===== config.mk =====
export PLATFORM = sky130hd
export DESIGN_NAME = cond_eval
export DESIGN_NICKNAME = d
export VERILOG_FILES = /design/src/rtl/cond_eval_pkg.sv /design/src/rtl/cond_field_decode.sv /design/src/rtl/cond_reg_test.sv /design/src/rtl/cond_ext_select.sv /design/src/rtl/cond_eval.sv
export SDC_FILE = /design/constraint.sdc
export NUM_CORES = 1
export LEC_CHECK = 0
export BUFFER_PORTS_ARGS = -buffer_cell sky130_fd_sc_hd__buf_2
export CAP_MARGIN = 20
export CORE_AREA = 2 2 39 41
export DETAILED_ROUTE_END_ITERATION = 8
export DIE_AREA = 0 0 41 43
export GPL_TIMING_DRIVEN = 0
export PLACE_DENSITY_LB_ADDON = 0.15
export SKIP_CTS_REPAIR_TIMING = 1
export SYNTH_ARGS = -nofsm -noshare
export SYNTH_HDL_FRONTEND = slang
export SYNTH_SLANG_ARGS = --single-unit

===== constraint.sdc =====
create_clock -name clk -period 3.96 [get_ports clk]
set_clock_uncertainty 0.2 [all_clocks]
set_input_delay 0.99 -clock clk [delete_from_list [all_inputs] [get_ports clk]]
set_output_delay 0.99 -clock clk [all_outputs]
set_load 0.05 [all_outputs]

===== src/rtl/cond_eval_pkg.sv =====
`timescale 1ns/1ps
package cond_eval_pkg;
  localparam int IDX_W = 4;

  typedef enum logic [1:0] {
    TST_ZERO   = 2'b00,
    TST_SIGN   = 2'b01,
    TST_LSB    = 2'b10,
    TST_BITSEL = 2'b11
  } test_e;

  typedef struct packed {
    logic             invert;
    test_e            test;
    logic [IDX_W-1:0] reg_sel;
  } cond_field_t;
endpackage


===== src/rtl/cond_field_decode.sv =====
`timescale 1ns/1ps
module cond_field_decode
  import cond_eval_pkg::*;
#(
  parameter int PC_INDEX = 0
) (
  input  logic [IDX_W+2:0]  field_in,
  output logic [IDX_W-1:0]  reg_sel,
  output test_e             test,
  output logic              invert,
  output logic              is_pc
);
  cond_field_t f;

  always_comb begin
    f       = cond_field_t'(field_in);
    reg_sel = f.reg_sel;
    test    = f.test;
    invert  = f.invert;
    is_pc   = (f.reg_sel == IDX_W'(PC_INDEX));
  end
endmodule


===== src/rtl/cond_reg_test.sv =====
`timescale 1ns/1ps
module cond_reg_test
  import cond_eval_pkg::*;
#(
  parameter int DATA_W = 16
) (
  input  logic [DATA_W-1:0] value,
  input  test_e             test,
  output logic              bit_out
);
  logic is_zero;

  assign is_zero = ~|value;

  always_comb begin
    unique case (test)
      TST_ZERO: bit_out = is_zero;
      TST_SIGN: bit_out = value[DATA_W-1];
      TST_LSB:  bit_out = value[0];
      default:  bit_out = 1'b0;
    endcase
  end
endmodule


===== src/rtl/cond_ext_select.sv =====
`timescale 1ns/1ps
module cond_ext_select #(
  parameter int SEL_W = 4,
  localparam int NBITS = 1 << SEL_W
) (
  input  logic [NBITS-1:0] ext_bits,
  input  logic [SEL_W-1:0] sel,
  output logic             bit_out
);
  logic [NBITS-1:0] onehot;

  for (genvar i = 0; i < NBITS; i++) begin : g_dec
    assign onehot[i] = (sel == SEL_W'(i));
  end

  assign bit_out = |(onehot & ext_bits);
endmodule


===== src/rtl/cond_eval.sv =====
`timescale 1ns/1ps
module cond_eval
  import cond_eval_pkg::*;
#(
  parameter int DATA_W   = 16,
  parameter int PC_INDEX = 0,
  localparam int FIELD_W = IDX_W + 3,
  localparam int EXT_W   = 1 << IDX_W
) (
  input  logic               clk,
  input  logic               rst,
  input  logic               in_valid,
  input  logic [FIELD_W-1:0] cond_field,
  input  logic [DATA_W-1:0]  rd_value,
  input  logic               carry_in,
  input  logic [EXT_W-1:0]   ext_bits,
  output logic               out_valid,
  output logic               out_cond
);
  logic [IDX_W-1:0] reg_sel;
  test_e            test;
  logic             invert;
  logic             is_pc;
  logic             reg_bit;
  logic             ext_bit;
  logic             raw_bit;
  logic             pc_bit;

  cond_field_decode #(.PC_INDEX(PC_INDEX)) u_decode (
    .field_in (cond_field),
    .reg_sel  (reg_sel),
    .test     (test),
    .invert   (invert),
    .is_pc    (is_pc)
  );

  cond_reg_test #(.DATA_W(DATA_W)) u_reg_test (
    .value   (rd_value),
    .test    (test),
    .bit_out (reg_bit)
  );

  cond_ext_select #(.SEL_W(IDX_W)) u_ext_sel (
    .ext_bits (ext_bits),
    .sel      (reg_sel),
    .bit_out  (ext_bit)
  );

  always_comb begin
    unique case (test)
      TST_ZERO: pc_bit = 1'b1;
      TST_SIGN: pc_bit = carry_in;
      default:  pc_bit = 1'b0;
    endcase
    if (is_pc)                 raw_bit = pc_bit;
    else if (test == TST_BITSEL) raw_bit = ext_bit;
    else                       raw_bit = reg_bit;
  end

  always_ff @(posedge clk) begin
    if (rst) begin
      out_valid <= 1'b0;
      out_cond  <= 1'b0;
    end else begin
      out_valid <= in_valid;
      if (in_valid) out_cond <= raw_bit ^ invert;
    end
  end
endmodule


Word-level counts from Yosys, hierarchy flattened
Index checks and enable logic that the tools add are counted.
W data, S select, Z words.
{"block": "classes", "bitwise": 2, "n_shift": 0, "div_mod_pow": 0, "reduce_logical": 5, "n_mux": 4, "eq_ne": 18, "multipliers": 0, "add_sub_neg": 0, "magnitude_cmp": 0}
{"operator": "$eq A4 B4 Y1 const B", "n": 8}
{"operator": "$reduce_or A16 Y1", "n": 2}
{"operator": "$and A16 B16 Y16", "n": 1}
{"operator": "$eq A4 B3 Y1 const B", "n": 4}
{"operator": "$eq A4 B2 Y1 const B", "n": 2}
{"operator": "$eq A2 B2 Y1 const B", "n": 2}
{"operator": "$eq A4 B1 Y1 const B", "n": 1}
{"operator": "$logic_not A4 Y1", "n": 1}
{"operator": "$pmux W1 S3", "n": 1}
{"operator": "$eq A2 B1 Y1 const B", "n": 1}
{"operator": "$logic_not A2 Y1", "n": 1}
{"operator": "$mux W1", "n": 2}
{"operator": "$pmux W1 S2", "n": 1}
{"operator": "$logic_not A1 Y1", "n": 1}
{"operator": "$xor A1 B1 Y1", "n": 1}
{"block": "totals", "ff_bits": 2, "memories": 0, "latch_bits": 0, "mem_bits_rw": 0, "romBits": 0, "wordCells": 31, "out_inout_bits": 2, "in_bits": 43}

Logic depth before layout (Yosys ltp)
Gate-level depths: netlist of run 1.
{"block": "logic_depth", "depth_word": 6, "depth_mapped": 7, "depth_no_buf": 6}

Cells and area by module
A second synthesis of run 1 with hierarchy kept.
{"block": "hier_totals", "hier_cells": 39, "hier_area_um2": 411.6}
{"module": "cond_ext_select", "area_each_um2": 135.1, "cells_per_inst": 7, "instances": 1, "seq_area_each_um2": 0.0}
{"module": "cond_eval", "area_each_um2": 122.6, "cells_per_inst": 14, "instances": 1, "seq_area_each_um2": 40.0}
{"module": "cond_reg_test", "area_each_um2": 88.8, "cells_per_inst": 10, "instances": 1, "seq_area_each_um2": 0.0}
{"module": "cond_field_decode", "area_each_um2": 65.1, "cells_per_inst": 8, "instances": 1, "seq_area_each_um2": 0.0}

Worst setup path before layout of run 1
OpenSTA, ideal clock, no wires.
{"block": "synth_path", "path_kind": "in2reg", "startpoint": "in cond_field[1]", "endpoint": "reg out_cond", "path_stages": 7, "setup_ns": 0.120, "slack_ns": 1.205, "required_ns": 3.640, "arrival_time_ns": 2.436, "path_cell_list": "buf_6 > mux2i_1 > mux4_2 > and4b_4 > nor4_4 > nor4bb_1 > a211o_1"}
{"block": "synth_between", "elab_chain_len": 6}
{"element": "start: declaration", "line_no": "cond_eval.sv:13", "rtl": "input logic [FIELD_W-1:0] cond_field,"}
{"element": "$eq A4 B1 Y1 (tied with other cells)", "line_no": "cond_ext_select.sv:13", "rtl": "assign onehot[i] = (sel == SEL_W'(i));"}
{"element": "$and A16 B16 Y16", "line_no": "cond_ext_select.sv:16", "rtl": "assign bit_out = |(onehot & ext_bits);"}
{"element": "$reduce_or A16 Y1", "line_no": "cond_ext_select.sv:16"}
{"element": "$mux W1", "line_no": "cond_eval.sv:56", "rtl": "else if (test == TST_BITSEL) raw_bit = ext_bit;"}
{"element": "$mux W1 *", "line_no": "cond_eval.sv:55", "rtl": "if (is_pc) raw_bit = pc_bit;"}
{"element": "$xor A1 B1 Y1 *", "line_no": "cond_eval.sv:66", "rtl": "if (in_valid) out_cond <= raw_bit ^ invert;"}
{"element": "end signal: assignment", "line_no": "cond_eval.sv:66"}
{"element": "end: declaration", "line_no": "cond_eval.sv:18", "rtl": "output logic out_cond"}
Mark *: on every way between the ends. The rest lies on a longest branch, timed or not.
A chain may end at the register's enable or synchronous reset.

Worst setup path after layout of run 1
Same ends and word-level chain as after synthesis.

==> impl_metrics.csv, run 1 <==
group,metric,value,unit
critical_path,critical_path_class,"input pin to flip-flop",
sta,hold_violations,0,
power_and_ir_drop,ir_drop,0.0001137,V
global_route,grt_pass1_wl,1.504,mm
floorplanning,design.core.area,1384,µm²
power_and_ir_drop,p_leak,0.3103,nW
sta,fin_crit_sh,65.41,%
layout,layout.cells.non_filler,100,
synthesis,synth_cell_type_count,23,
floorplanning,ios,45,
power_and_ir_drop,power,0.1181,mW
sta,worst_slack,1.370,ns
sta,setup_viol,0,
hold_path,holdPathStages,3,
layout,area_growth,71.74,%
synthesis,ys.warnings.count,0,
critical_path,r2r_cells,3,
synthesis,avgSynthCellArea,8.633,µm²
global_route,grt_util_all_layers,12.32,%
critical_path,arrival,2.50,ns
synthesis,synth_largest_area_cell,"mux2i_1",
place,hpwlAfterDp,849,µm
synthesis,yosys_register_bits,2,
drt,detail-route-antenna-nets,0,
floorplanning,die_x,41,µm
clock_tree,cts_buffer_depth,2,
floorplanning,die_h,43,µm
synthesis,syn-num-nets,83,
run,cap_violations,0,
critical_path,critPathMaxFanout,9,
sta,slew-limit-headroom,59.56,%
critical_path,worstReg2RegEnd,"out_cond$_SDFFE_PP0P_",
drt,firstDrtPassIters,4,
synthesis,netlist_top_cells_area,"mux2i_1 20%, dfxtp_1 12%, nor4_1 9.1%",
global_route,antenna_found_initial,0,
place,io_buffers,41,
outcome,status,"finished clean",
drt,drc,0,
synthesis,synth.top_cell.area_share,20.29,%
clock_tree,cts_inserted_buffers,3,
synthesis,ys_seq_area_share,11.59,%
hold_path,hp-class,"flip-flop to flip-flop",
floorplanning,initial_core_util,24.95,%
critical_path,crit_path_end,"out_cond$_SDFFE_PP0P_",
sta,slew_viol_final,0,
clock_tree,cts_sinks,2,
place,dp_slack,1.132,ns
critical_path,worst-r2r-setup-slack,2.94,ns
drt,first_iter_violations,7,
critical_path,endpoint_kind,"flip-flop",
sta,setup_tns,0,ns
drt,wl_per_cell,9.690,µm
drt,drt_wl_total,969,µm
drt,num_vias,470,
global_route,grt_overflow,0,
synthesis,synthesis.area,345.3,µm²
sta,tightest_slew,0.6011,ns
layout,utilization,42.86,%
global_route,grt_max_degree,10,
sta,max_freq,386.0,MHz
power_and_ir_drop,p_per_area,199.1,nW/µm²
layout,layout.nets,129,
place,dp_cells,97,
critical_path,critPathLaunchType,"input pin",
clock_tree,htree_levels,1,
global_route,grt_pass1_vias,453,
synthesis,syn_inst,40,
clock_tree,cts_tree,"yes",
layout,antennaDiodeCount,0,
layout,drive_above_1_share,58.33,%
critical_path,cp_data_required_time,3.87,ns
place,globalplace.congestion,0.6245,
clock_tree,root_buffer,"clkbuf_4",
critical_path,r2r-start,"out_cond$_SDFFE_PP0P_",
critical_path,startpoint,"cond_field[1]",
sta,fin_crit,2.590,ns
sta,rsz0062_at_grt,"no",
floorplanning,rows,14,
floorplanning,dieArea,1763,µm²
clock_tree,clk_latency,0.22,ns
clock_tree,clk_pin_slew,0.03,ns
drt,avgViaCountPerCell,4.700,
[cell families (layout without fill, tap and decap cells)]
kind of cell	after synthesis	count (layout)	synth area share, %
AOI/OAI and AO/OA	6	6	12.32
DFF	2	2	11.59
muxes	8	8	26.81
and+or+nand+nor	22	22	44.57
buffers and inverters	2	46	4.709
[final cells by class]
type,instances,area (µm²)
fillers,156,790.8
multi-input cells,36,289.0
repair buffers,41,205.2
flip-flops and latches,2,40.04
clock buffers,3,22.52
well taps,16,20.02
plain buffers,2,16.27
[cells in the mapped netlist (all sizes together)]
library cell  n
nand4         1
buf           2
nor2b         4
nor3b         1
a211oi        1
mux2i         7
mux4          1
o21ai         1
a211o         1
nand2b        1
nor2          2
nand3         2
nor4bb        1
dfxtp         2
nand2         2
a31oi         1
nor4          6
a22oi         1
nand3b        1
a21o          1
and4b         1
[cells in the final DEF, fill, tap and decap left out, types with 2 or more instances in the layout]
cell / netlist / final
nor2b_1: 4 / 4
nand3_1: 2 / 2
nand2_1: 2 / 2
mux2i_1: 7 / 7
clkbuf_4: 0 / 3
nor2_1: 2 / 2
buf_2: 1 / 42
dfxtp_1: 2 / 2
nor4_1: 5 / 5
[per-stage QoR]
step | hold WS, ns | cell area [µm²]
CTS | 0.4550 | 593.1
global placement | 0.4329 | 570.5
floorplan | 0.7388 | 345.3
finish | 0.4659 | 593.1
global route | 0.5399 | 593.1
detailed placement | 0.4445 | 570.5
[power breakdown]
part / leakage [nW] / internal [mW] / switching, mW
clock: 0.0138 / 0.0334 / 0.0118
sequential: 0.0166 / 0.0218 / 0.000545
combinational: 0.280 / 0.0282 / 0.0223
total: 0.310 / 0.0834 / 0.0346
[routing by layer]
| metal | track usage, % | up-vias | part of all wire, % |
|---|---|---|---|
| met5 | 0 | - | 0 |
| met4 | 4.000 | 0 | 0 |
| met3 | 4.712 | 0 | 15 |
| met2 | 21.56 | 31 | 46 |
| met1 | 12.46 | 190 | 39 |
| li1 | - | 249 | - |
[worst min path at each step]
stage | startpoint | endpoint | slack [ns]
after floorplan | out_cond$_SDFFE_PP0P_ | out_cond$_SDFFE_PP0P_ | 0.74
after global placement | out_cond$_SDFFE_PP0P_ | out_cond$_SDFFE_PP0P_ | 0.43
after detailed placement | out_cond$_SDFFE_PP0P_ | out_cond$_SDFFE_PP0P_ | 0.44
after CTS | out_cond$_SDFFE_PP0P_ | out_cond$_SDFFE_PP0P_ | 0.46
after global routing | out_cond$_SDFFE_PP0P_ | out_cond$_SDFFE_PP0P_ | 0.54
final | out_cond$_SDFFE_PP0P_ | out_cond$_SDFFE_PP0P_ | 0.47
[flip-flops by register name, indices dropped and copies added, names as in the netlist]
| register | count |
|---|---|
| out_cond | 1 |
| out_valid | 1 |
[worst max-delay path, cell delays in order]
cell	delay [ns]
buf_6	0.11
mux2i_1	0.11
mux4_2	0.46
and4b_4	0.23
nor4_4	0.28
nor4bb_1	0.09
a211o_1	0.22
Note: power is estimated with default switching activity, not from simulation.
==> inputs of run 2 (changes only) <==
- ABC_AREA: default -> 1
- CORE_AREA: 2 2 39 41 -> default
- CORE_MARGIN: default -> 1
- CORE_UTILIZATION: default -> 33
- DIE_AREA: 0 0 41 43 -> default
- clock period: 3.96 -> 2.7 ns (I/O delays scaled with it)
==> run 2 against run 1 <==
Compared with the run above:
- final area up 15%
- via count grew 32%
- critical path depth is 7 higher
- clock-buffer cell count unchanged
- worst setup slack worse by 0.42 ns
- sequential cell count did not move
- register-to-register slack got worse by 1.0 ns
- largest cell class unchanged
==> impl_metrics.csv, run 2 <==
group,metric,value,unit
outcome,status,"finished clean",
layout,layout_common_cells,"43 x buf_2, 29 x nand2_1, 20 x nor2_1",
clock_tree,cts_buffer_depth,2,
layout,utilization,59.20,%
place,io_buffers,43,
power_and_ir_drop,p_per_area,260.5,nW/µm²
power_and_ir_drop,pwr-share-clk,35.4,%
floorplanning,design.core.area,1156,µm²
synthesis,synth_ff_type,"dfxtp_1",
layout,mostFrequentLayoutCell,"buf_2",
sta,rsz0062_at_grt,"no",
floorplanning,ios,45,
layout,drive_above_1_share,42.75,%
power_and_ir_drop,p_sw,0.05747,mW
critical_path,endpoint_kind,"flip-flop",
synthesis,synth_largest_area_cell,"nand2_1",
floorplanning,rows,12,
critical_path,slowest_delay,0.14,ns
synthesis,avgSynthCellArea,5.049,µm²
critical_path,arrival,1.66,ns
clock_tree,clk_pin_slew,0.03,ns
floorplanning,die_x,38.06,µm
synthesis,ys.warnings.count,0,
clock_tree,clk_latency,0.22,ns
drt,drc,0,
drt,detail-route-antenna-nets,0,
critical_path,crit_path_top_delay_cell,"buf_6",
sta,slew-limit-headroom,84.19,%
drt,wl_per_cell,7.021,µm
power_and_ir_drop,power,0.1783,mW
clock_tree,cts_tree,"yes",
critical_path,cp_data_required_time,2.61,ns
clock_tree,cts_sinks,2,
layout,largestRegisters,"out_cond x1, out_valid x1",
synthesis,netlist_top_cells_area,"nand2_1 25%, nor2_1 17%, nand3_1 12%",
sta,hold_violations,0,
synthesis,synth_cell_type_count,15,
synthesis,synth.most_common_cell,"nand2_1",
power_and_ir_drop,ir_drop,0.0002540,V
synthesis,yosys_register_bits,2,
layout,antennaDiodeCount,0,
layout,layout.nets,176,
synthesis,synth.top_cell.area_share,25.36,%
power_and_ir_drop,p_seq_share,18.2,%
drt,drt_wl_total,1.018,mm
sta,tightest_slew,0.2354,ns
power_and_ir_drop,switching_share,32.23,%
sta,fin_crit_sh,65.00,%
global_route,grt_overflow,0,
drt,first_iter_violations,5,
global_route,antenna_found_initial,0,
clock_tree,root_buffer,"clkbuf_4",
sta,setup_tns,0,ns
power_and_ir_drop,internal_power,0.1208,mW
global_route,grt_util_all_layers,13.11,%
critical_path,critPathMaxFanout,10,
global_route,grt_pass1_wl,1.407,mm
critical_path,critical_path_class,"input pin to flip-flop",
layout,area_growth,59.47,%
sta,max_freq,569.8,MHz
power_and_ir_drop,p_leak,0.4154,nW
floorplanning,initial_core_util,37.12,%
sta,setup_viol,0,
synthesis,syn_inst,85,
clock_tree,htree_levels,1,
sta,fin_crit,1.755,ns
critical_path,critPathLaunchType,"input pin",
drt,avgViaCountPerCell,4.283,
hold_path,hp-class,"flip-flop to flip-flop",
power_and_ir_drop,comb_power_share,46.4,%
synthesis,ys_seq_area_share,9.329,%
synthesis,synthesis.area,429.2,µm²
synthesis,async_flop_share,0,%
drt,num_vias,621,
synthesis,synth-edff-count,0,
global_route,grt_pass1_vias,419,
critical_path,worstPathCellList,"buf_2, buf_6, inv_4, nand3_1, nand2_1, nor2_1, nor2_1, nor2_2, nand2_1, nand2_1, nand3_1, nand2_1, nor2_1, nor2_1",
sta,slew_viol_final,0,
place,globalplace.congestion,0.7941,
floorplanning,die_h,38.06,µm
global_route,grt_max_degree,11,
run,cap_violations,0,
place,hpwlAfterDp,870.1,µm
floorplanning,dieArea,1449,µm²
layout,fillers,133,
synthesis,synth_common_cells,"29 x nand2_1, 20 x nor2_1, 10 x nand3_1",
sta,holdWs,0.3180,ns
drt,firstDrtPassIters,2,
clock_tree,cts_inserted_buffers,3,
synthesis,syn-num-nets,128,
## run 2: cell types whose count changed after synthesis, sizes merged, moves of 3 or more
| cell | before | now |
|---|---|---|
| a21oi | 0 | 3 |
| inv | 0 | 8 |
| mux2i | 7 | 0 |
| nand2 | 2 | 29 |
| nand3 | 2 | 14 |
| nor2 | 2 | 22 |
| nor2b | 4 | 0 |
| nor4 | 6 | 0 |
## run 2: logic make-up after synthesis
logic type | count (synthesis) | share of synthesized area, %
flip-flops | 2 | 9.330
buffers and inverters | 10 | 13.41
AND/OR/NAND/NOR | 68 | 70.85
AO/OA/AOI/OAI | 5 | 6.413
## run 2: cell type report
class	count	area, µm²	share of cell area [%]
plain buffers	2	22.52	3.291
repair buffers	43	215.2	31.44
clock buffers	3	22.52	3.291
well taps	14	17.52	2.559
multi-input cells	73	331.6	48.45
flip-flops and latches	2	40.04	5.850
inverters	8	35.03	5.119
## run 2: worst paths after layout
kind	from	end	slack, ns	depth (start not counted)
hold / removal	out_cond$_SDFFE_PP0P_	out_cond$_SDFFE_PP0P_	0.32	2
setup reg to reg	out_cond$_SDFFE_PP0P_	out_cond$_SDFFE_PP0P_	1.91	2
setup / recovery	cond_field[1]	out_cond$_SDFFE_PP0P_	0.95	14
hold reg to reg	out_cond$_SDFFE_PP0P_	out_cond$_SDFFE_PP0P_	0.32	2
## run 2: critical path, delay by kind of cell
kind          cells  cell delay [ns]
simple gates     11             0.68
buf+inv           3             0.31
## run 2: layer usage
layer,track usage (%),vias up,part of all wire [%]
met5,0,-,0
met1,15.49,230,46
met2,24.58,27,46
met4,2.679,0,0
met3,1.744,0,7.9
li1,-,364,-
## run 2: power by group through the flow
stage          Clock, mW  Sequential [mW]  Combinational, mW
4_1_cts           0.0670           0.0324             0.0835
6_report          0.0632           0.0324             0.0827
2_1_floorplan          0           0.0400             0.0376
5_1_grt           0.0691           0.0325             0.0927
3_3_place_gp           0           0.0327             0.0823
3_5_place_dp           0           0.0328             0.0831
## run 2: per-stage QoR
step / instances / instance area [µm²] / setup WS, ns
final: 145 / 684.4 / 0.9451
after CTS: 145 / 684.4 / 0.9575
after detailed placement: 142 / 661.9 / 0.7264
after floorplan: 85 / 429.2 / 0.9287
after global routing: 145 / 684.4 / 0.8098
after global placement: 142 / 661.9 / 0.7202
